<file path="config.mk">
export PLATFORM = sky130hd
export DESIGN_NAME = cmdseq_decoder
export DESIGN_NICKNAME = d
export VERILOG_FILES = /design/src/rtl/cmdseq_pkg.sv /design/src/rtl/cmd_match.sv /design/src/rtl/cmdseq_fsm.sv /design/src/rtl/id_reader.sv /design/src/rtl/cmdseq_decoder.sv
export SDC_FILE = /design/constraint.sdc
export NUM_CORES = 1
export LEC_CHECK = 0
export BUFFER_PORTS_ARGS = -buffer_cell sky130_fd_sc_hd__clkbuf_2
export CORE_UTILIZATION = 29
export DETAILED_ROUTE_END_ITERATION = 8
export GPL_ROUTABILITY_DRIVEN = 1
export SLEW_MARGIN = 25
export SYNTH_ARGS = -nofsm -noshare
export SYNTH_HDL_FRONTEND = slang
export SYNTH_HIERARCHICAL = 1
export SYNTH_SLANG_ARGS = --single-unit
</file>
<file path="constraint.sdc">
create_clock -name clk -period 5.55 [get_ports clk]
set_input_delay 1.11 -clock clk [delete_from_list [all_inputs] [get_ports clk]]
set_output_delay 1.11 -clock clk [all_outputs]
set_load 0.01 [all_outputs]
</file>
<file path="src/rtl/cmdseq_pkg.sv">
package cmdseq_pkg;

  typedef enum logic [1:0] {
    OP_NONE         = 2'd0,
    OP_PROGRAM      = 2'd1,
    OP_SECTOR_ERASE = 2'd2,
    OP_CHIP_ERASE   = 2'd3
  } op_e;

  typedef enum logic [2:0] {
    ST_IDLE,
    ST_KEY1,
    ST_KEY2,
    ST_PGM_ARM,
    ST_ERS_KEY0,
    ST_ERS_KEY1,
    ST_ERS_KEY2
  } seq_st_e;

  // Decoded properties of one bus write.
  typedef struct packed {
    logic key_first;   // AA at first key address
    logic key_second;  // 55 at second key address
    logic arm_pgm;     // A0 at first key address
    logic arm_erase;   // 80 at first key address
    logic id_enter;    // 90 at first key address
    logic id_leave;    // F0 at first key address
    logic erase_all;   // 10 at first key address
    logic erase_sect;  // 30 at any address
    logic leave_any;   // F0 at any address
  } hit_t;

  localparam logic [7:0] CODE_KEY_FIRST  = 8'hAA;
  localparam logic [7:0] CODE_KEY_SECOND = 8'h55;
  localparam logic [7:0] CODE_PGM        = 8'hA0;
  localparam logic [7:0] CODE_ERASE      = 8'h80;
  localparam logic [7:0] CODE_ID_IN      = 8'h90;
  localparam logic [7:0] CODE_ID_OUT     = 8'hF0;
  localparam logic [7:0] CODE_ALL        = 8'h10;
  localparam logic [7:0] CODE_SECT       = 8'h30;

endpackage

</file>
<file path="src/rtl/cmd_match.sv">
module cmd_match
  import cmdseq_pkg::*;
#(
  parameter int ADDR_W = 16,
  parameter int DATA_W = 16,
  parameter logic [ADDR_W-1:0] KEY_ADDR_A = 16'h5555,
  parameter logic [ADDR_W-1:0] KEY_ADDR_B = 16'h2AAA
) (
  input  logic [ADDR_W-1:0] addr_i,
  input  logic [DATA_W-1:0] data_i,
  output hit_t              hit_o
);
  localparam int CMP_W = ADDR_W - 1;

  logic       at_a;
  logic       at_b;
  logic [7:0] code;

  assign at_a = (addr_i[CMP_W-1:0] == KEY_ADDR_A[CMP_W-1:0]);
  assign at_b = (addr_i[CMP_W-1:0] == KEY_ADDR_B[CMP_W-1:0]);
  assign code = data_i[7:0];

  always_comb begin
    hit_o            = '0;
    hit_o.key_first  = at_a && (code == CODE_KEY_FIRST);
    hit_o.key_second = at_b && (code == CODE_KEY_SECOND);
    hit_o.arm_pgm    = at_a && (code == CODE_PGM);
    hit_o.arm_erase  = at_a && (code == CODE_ERASE);
    hit_o.id_enter   = at_a && (code == CODE_ID_IN);
    hit_o.id_leave   = at_a && (code == CODE_ID_OUT);
    hit_o.erase_all  = at_a && (code == CODE_ALL);
    hit_o.erase_sect = (code == CODE_SECT);
    hit_o.leave_any  = (code == CODE_ID_OUT);
  end

endmodule

</file>
<file path="src/rtl/cmdseq_fsm.sv">
module cmdseq_fsm
  import cmdseq_pkg::*;
#(
  parameter int ADDR_W     = 16,
  parameter int DATA_W     = 16,
  parameter int SECT_IDX_W = 5
) (
  input  logic              clk,
  input  logic              rst,
  input  logic              wr_en_i,
  input  logic              busy_i,
  input  logic [ADDR_W-1:0] addr_i,
  input  logic [DATA_W-1:0] data_i,
  input  hit_t              hit_i,
  output logic              start_o,
  output op_e               op_o,
  output logic [ADDR_W-1:0] op_addr_o,
  output logic [DATA_W-1:0] op_data_o,
  output logic              id_mode_o
);
  localparam int OFS_W = ADDR_W - SECT_IDX_W;

  seq_st_e           state_q;
  logic              accept;
  logic [ADDR_W-1:0] sect_base;

  assign accept    = wr_en_i && !busy_i;
  assign sect_base = {addr_i[ADDR_W-1 -: SECT_IDX_W], {OFS_W{1'b0}}};

  always_ff @(posedge clk) begin
    if (rst) begin
      state_q   <= ST_IDLE;
      start_o   <= 1'b0;
      op_o      <= OP_NONE;
      op_addr_o <= '0;
      op_data_o <= '0;
      id_mode_o <= 1'b0;
    end else begin
      start_o <= 1'b0;
      if (accept) begin
        state_q <= ST_IDLE;
        unique case (state_q)
          ST_IDLE: begin
            if (hit_i.key_first)
              state_q <= ST_KEY1;
            else if (hit_i.leave_any)
              id_mode_o <= 1'b0;
          end
          ST_KEY1: begin
            if (hit_i.key_second) state_q <= ST_KEY2;
          end
          ST_KEY2: begin
            if (hit_i.arm_pgm)        state_q <= ST_PGM_ARM;
            else if (hit_i.arm_erase) state_q <= ST_ERS_KEY0;
            else if (hit_i.id_enter)  id_mode_o <= 1'b1;
            else if (hit_i.id_leave)  id_mode_o <= 1'b0;
          end
          ST_PGM_ARM: begin
            start_o   <= 1'b1;
            op_o      <= OP_PROGRAM;
            op_addr_o <= addr_i;
            op_data_o <= data_i;
          end
          ST_ERS_KEY0: begin
            if (hit_i.key_first) state_q <= ST_ERS_KEY1;
          end
          ST_ERS_KEY1: begin
            if (hit_i.key_second) state_q <= ST_ERS_KEY2;
          end
          ST_ERS_KEY2: begin
            if (hit_i.erase_all) begin
              start_o   <= 1'b1;
              op_o      <= OP_CHIP_ERASE;
              op_addr_o <= '0;
              op_data_o <= '0;
            end else if (hit_i.erase_sect) begin
              start_o   <= 1'b1;
              op_o      <= OP_SECTOR_ERASE;
              op_addr_o <= sect_base;
              op_data_o <= '0;
            end
          end
          default: state_q <= ST_IDLE;
        endcase
      end
    end
  end

endmodule

</file>
<file path="src/rtl/id_reader.sv">
module id_reader #(
  parameter int ADDR_W = 16,
  parameter int DATA_W = 16,
  parameter logic [DATA_W-1:0] MAKER_WORD  = 16'h00BF,
  parameter logic [DATA_W-1:0] DEVICE_WORD = 16'h2788
) (
  input  logic              clk,
  input  logic              rst,
  input  logic              id_mode_i,
  input  logic [ADDR_W-1:0] rd_addr_i,
  output logic              id_valid_o,
  output logic [DATA_W-1:0] id_rdata_o
);
  logic hit;

  assign hit = id_mode_i && (rd_addr_i[ADDR_W-1:1] == '0);

  always_ff @(posedge clk) begin
    if (rst) begin
      id_valid_o <= 1'b0;
      id_rdata_o <= '0;
    end else begin
      id_valid_o <= hit;
      if (!hit)
        id_rdata_o <= '0;
      else if (rd_addr_i[0])
        id_rdata_o <= DEVICE_WORD;
      else
        id_rdata_o <= MAKER_WORD;
    end
  end

endmodule

</file>
<file path="src/rtl/cmdseq_decoder.sv">
module cmdseq_decoder
  import cmdseq_pkg::*;
#(
  parameter int ADDR_W     = 16,
  parameter int DATA_W     = 16,
  parameter int SECT_IDX_W = 5
) (
  input  logic              clk,
  input  logic              rst,
  input  logic              wr_en_i,
  input  logic [ADDR_W-1:0] wr_addr_i,
  input  logic [DATA_W-1:0] wr_data_i,
  input  logic              busy_i,
  input  logic [ADDR_W-1:0] rd_addr_i,
  output logic              start_o,
  output logic [1:0]        op_o,
  output logic [ADDR_W-1:0] op_addr_o,
  output logic [DATA_W-1:0] op_data_o,
  output logic              id_mode_o,
  output logic              id_valid_o,
  output logic [DATA_W-1:0] id_rdata_o
);
  hit_t hit;
  op_e  op;

  cmd_match #(
    .ADDR_W(ADDR_W),
    .DATA_W(DATA_W)
  ) match_i (
    .addr_i(wr_addr_i),
    .data_i(wr_data_i),
    .hit_o (hit)
  );

  cmdseq_fsm #(
    .ADDR_W    (ADDR_W),
    .DATA_W    (DATA_W),
    .SECT_IDX_W(SECT_IDX_W)
  ) fsm_i (
    .clk      (clk),
    .rst      (rst),
    .wr_en_i  (wr_en_i),
    .busy_i   (busy_i),
    .addr_i   (wr_addr_i),
    .data_i   (wr_data_i),
    .hit_i    (hit),
    .start_o  (start_o),
    .op_o     (op),
    .op_addr_o(op_addr_o),
    .op_data_o(op_data_o),
    .id_mode_o(id_mode_o)
  );

  assign op_o = op;

  id_reader #(
    .ADDR_W(ADDR_W),
    .DATA_W(DATA_W)
  ) idr_i (
    .clk       (clk),
    .rst       (rst),
    .id_mode_i (id_mode_o),
    .rd_addr_i (rd_addr_i),
    .id_valid_o(id_valid_o),
    .id_rdata_o(id_rdata_o)
  );

endmodule

</file>
Yosys cells after proc, flatten, opt, wreduce, memory -nomap -nowiden:

Cells that the tools add are included.

* register bits after elaboration: 56
* input port bits: 52
* output and inout port bits: 53
* logic and storage cells: 77

* eq/ne operators: 22
* mux-type cells: 27
* bitwise gates (word level): 2
* reductions and logical operators: 18

Operator list (count)
* two-way mux 16 bit: 4
* case mux 16 bit (2 select lines): 2
* == test 8 bit (second input constant): 5
* == test 15 x 14 -> 1 bit (second input constant): 1
* == test 15 bit (second input constant): 1
* logical NOT 15 bit: 1
* case mux 3 bit (5 select lines): 1
* two-way mux 14 bit: 1
* two-way mux 3 bit: 4
* == test 3 bit (second input constant): 3
* logical AND 1 bit: 9
* two-way mux 1 bit: 9
* == test 8 x 5 -> 1 bit (second input constant): 1
* == test 8 x 6 -> 1 bit (second input constant): 1
* == test 8 x 7 -> 1 bit (second input constant): 1
* AND reduction 7 bit: 1
* == test 3 x 2 -> 1 bit (second input constant): 2
* two-way mux 2 bit: 3
* != test 2 bit (second input constant): 3
* != test 3 x 1 -> 1 bit (second input constant): 2
* case mux 1 bit (2 select lines): 2
* case mux 2 bit (2 select lines): 1
* nonzero test 2 bit: 2
* OR reduction 2 bit: 2
* other kinds (6): 7

Longest topological paths before layout:

* word-level depth: 7
* depth in mapped cells: 8

By module:

The synthesis kept the hierarchy.

By module, submodules not included
* cmdseq_fsm: times used 1, cells each 124, area an instance 1452.6 sq um, seq. area each 780.7 sq um
* id_reader: times used 1, cells each 28, area an instance 247.7 sq um, seq. area each 80.1 sq um
* cmd_match: times used 1, cells each 30, area an instance 235.2 sq um, seq. area each 0.0 sq um

Least setup slack after synthesis:

Ideal clock, no wire load.

* path kind: input to register
* start: input port wr_addr_i[3]
* end: register fsm_i.op_addr_o[11]
* data arrival time: 2.787 ns
* data required time: 5.433 ns
* slack: 2.646 ns
* stages: 8
* cells stage by stage: and4bb_2 -> nand4_2 -> nor4_1 -> nor2_1 -> o21ai_4 -> a21oi_4 -> buf_6 -> a22o_2

RTL lines
* start: declaration: line cmdseq_decoder.sv:11 `input logic [ADDR_W-1:0] wr_addr_i,`
* end signal: assignment: line cmdseq_fsm.sv:61 `op_addr_o <= addr_i;`
* end signal: assignment: line cmdseq_fsm.sv:79 `op_addr_o <= sect_base;`
* end: declaration: line cmdseq_fsm.sv:17 `output logic [ADDR_W-1:0] op_addr_o,`

==> flow_metrics.env <==
export IMPL_outcome="complete, no violations"
export IMPL_path_class="input pin to flop"
export IMPL_routed_top_layer="met4"
export IMPL_drc_errors=0
export IMPL_cts_setup_buffers=0
export IMPL_grt_pass1_wl_um=7645
export IMPL_fillCellCount=644
export IMPL_avgSynthCellArea_um2=10.64
export IMPL_min_period_ns=2.947
export IMPL_cts_hold_buf=0
export IMPL_grt_start_max_net_pins=33
export IMPL_postRouteAntennaNets=0
export IMPL_antenna_cells=0
export IMPL_dieWidth_um=83.70
export IMPL_syn_area_um2=1936
export IMPL_ys_types=45
export IMPL_slew_headroom_pct=45.99
export IMPL_layout_cells_non_filler=351
export IMPL_cts_buffer_depth=2
export IMPL_crit_path_max_fanout=32
export IMPL_hold_path_class="flop to flop"
export IMPL_worst_pin_slew_ns=0.8083
export IMPL_gr_total_overflow=0
export IMPL_numCtsBuffers=5
export IMPL_p_leak_uw=0.001140
export IMPL_cts_root_buf="clkbuf_8"
export IMPL_p_per_area_nw_per_um2=238.9
export IMPL_final_cell_mix="clkbuf_2, dfxtp_1, a22o_1, nor2_1, nor4_1"
export IMPL_cts_tree="yes"
export IMPL_routedWlPerCell_um=13.32
export IMPL_ys_flop_type="dfxtp_1"
export IMPL_boundaryPins=105
export IMPL_final_common_cell="clkbuf_2"
export IMPL_final_hold_viol_count=0
export IMPL_max_freq_mhz=339.4
export IMPL_cp_required_ns=5.73
export IMPL_drtPass1Iterations=4
export IMPL_routed_wl_um=4674
export IMPL_ys_seq_elements=43
export IMPL_dieArea_um2=7005
export IMPL_grt_pass1_vias=1572
export IMPL_dp_cells=343
export IMPL_start_kind="input pin"
export IMPL_coreArea_um2=6386
export IMPL_port_buffers=99
export IMPL_dr_total_vias=1681
export IMPL_initial_core_util_pct=30.31
export IMPL_routabilityCongestion=0.7666
export IMPL_fin_crit_sh_pct=53.09
export IMPL_yosys_warnings=6
export IMPL_cts_sinks=43
export IMPL_async_flop_share_pct=0
export IMPL_postSynthCellCount=182
export IMPL_clk_latency_ns=0.29
export IMPL_synth_edf_count=0
export IMPL_num_rows=29
export IMPL_htree_num_levels=2
export IMPL_viasPerCell=4.789
export IMPL_end_kind="flop"
export IMPL_wl_met3_um=257
export IMPL_drive_above_1_share_pct=45.62
export IMPL_drv_cap=0
export IMPL_antenna_found_initial=0
export IMPL_finalSetupTns_ns=0
export IMPL_dp_hpwl_um=3643
export IMPL_syn2layout_area_growth_pct=29.54
export IMPL_fin_nets=325
export IMPL_skew_ns=0.007225
export IMPL_yosysSeqAreaShare_pct=44.47
export IMPL_die_y_um=83.70
export IMPL_track_usage_pct=13.58
export IMPL_drt_met1_wl_um=2157
export IMPL_rsz0062_at_grt="false"
export IMPL_ir_drop_mv=0.09176
export IMPL_final_max_slew_viol_count=0
export IMPL_cts_clk_slew_worst_paths_ns=0.08
export IMPL_drtIter0Drc=79
export IMPL_wl_met2_um=2225
export IMPL_setup_viol=0
export IMPL_arrival_ns=3.13
export IMPL_cts_resized=0
==> stage by stage <==
stage | util (%) | instance area, um2 | hold slack, ns | worst slack [ns] | power (uW)
2_1_floorplan | - | 1951 | 0.4987 | 2.646 | 334.5
3_3_place_gp | 37.25 | 2379 | 0.4579 | 2.333 | 356.3
3_5_place_dp | 37.42 | 2390 | 0.4555 | 2.273 | 356.7
4_1_cts | 39.26 | 2507 | 0.4818 | 2.595 | 605.6
5_1_grt | 39.26 | 2507 | 0.4979 | 2.388 | 628.9
6_report | 39.26 | 2507 | 0.4797 | 2.603 | 599.0
==> worst max-delay path, stage by stage <==
cell and delay (ns):
clkbuf_2 0.12, nor4b_4 0.28, nand4_2 0.18, nor4_1 0.52
nor2_1 0.16, o21ai_4 0.22, a21oi_4 0.22, a22o_2 0.32
==> final timing paths <==
path / start / endpoint / slack, ns / cells after the start
setup reg to reg: fsm_i/state_q[0] / fsm_i/op_addr_o[12] / 3.80 / 4
hold reg to reg: fsm_i/op_o[1] / fsm_i/op_o[1] / 0.48 / 2
hold / removal: fsm_i/op_o[1] / fsm_i/op_o[1] / 0.48 / 2
setup / recovery: wr_addr_i[1] / fsm_i/op_addr_o[12] / 2.60 / 8
==> kinds of logic after synthesis <==
| kind of cell | share of synthesized area (%) |
|---|---|
| AO/OA/AOI/OAI | 21.59 |
| buffers and inverters | 8.856 |
| flip-flops | 44.47 |
| multiplexers | 0.5172 |
| other | 0.1937 |
| AND/OR/NAND/NOR | 24.37 |
==> flip-flops by register name, summed over array words and instances, names as in the netlist <==
register / flops
fsm_i/op_addr_o: 16
fsm_i/op_data_o: 16
fsm_i/state_q: 3
idr_i/id_rdata_o: 3
fsm_i/op_o: 2
fsm_i/id_mode_o: 1
fsm_i/start_o: 1
idr_i/id_valid_o: 1
==> Yosys cell counts (2+ instances only) <==
cell type	number	area (um2)
nand4b_1	2	17.52
and3b_1	2	17.52
a211oi_1	2	15.01
nor2_1	16	60.06
buf_6	5	56.30
nand3b_1	2	15.01
o21ai_0	3	15.01
a22o_2	5	50.05
inv_1	2	7.510
buf_2	2	10.01
nor4_1	8	50.05
nand2b_1	5	31.28
a21oi_1	3	15.01
nand4_1	3	18.77
nor4b_1	2	17.52
dfxtp_1	43	860.8
a22o_1	27	236.5
nand2_1	3	11.26
nor4bb_1	3	30.03
nor2b_1	3	18.77
nor3_1	4	20.02
nand2b_4	2	27.53
buf_4	13	97.59
==> power by group <==
part           switching (uW)  internal (uW)
registers          0.00000109            308
logic                    22.6           18.8
clock network             104            146
total                     126            473
==> layer usage <==
| metal | vias up | global-route usage, % |
|---|---|---|
| met5 | - | 0 |
| met4 | 0 | 4.931 |
| met3 | 2 | 3.660 |
| met2 | 51 | 21.58 |
| met1 | 768 | 17.64 |
| li1 | 860 | - |
==> final cells by class <==
cell class              count  area, um2  share of cell area, %
clock inverters             2      35.03                  1.397
clock buffers               6      82.58                  3.293
well taps                  77      96.34                  3.842
flip-flops and latches     43      860.8                  34.33
repair buffers            100      506.7                  20.21
inverters                   2      7.507                 0.2994
multi-input cells         121      918.4                  36.63
(Power assumes the default switching activity.)
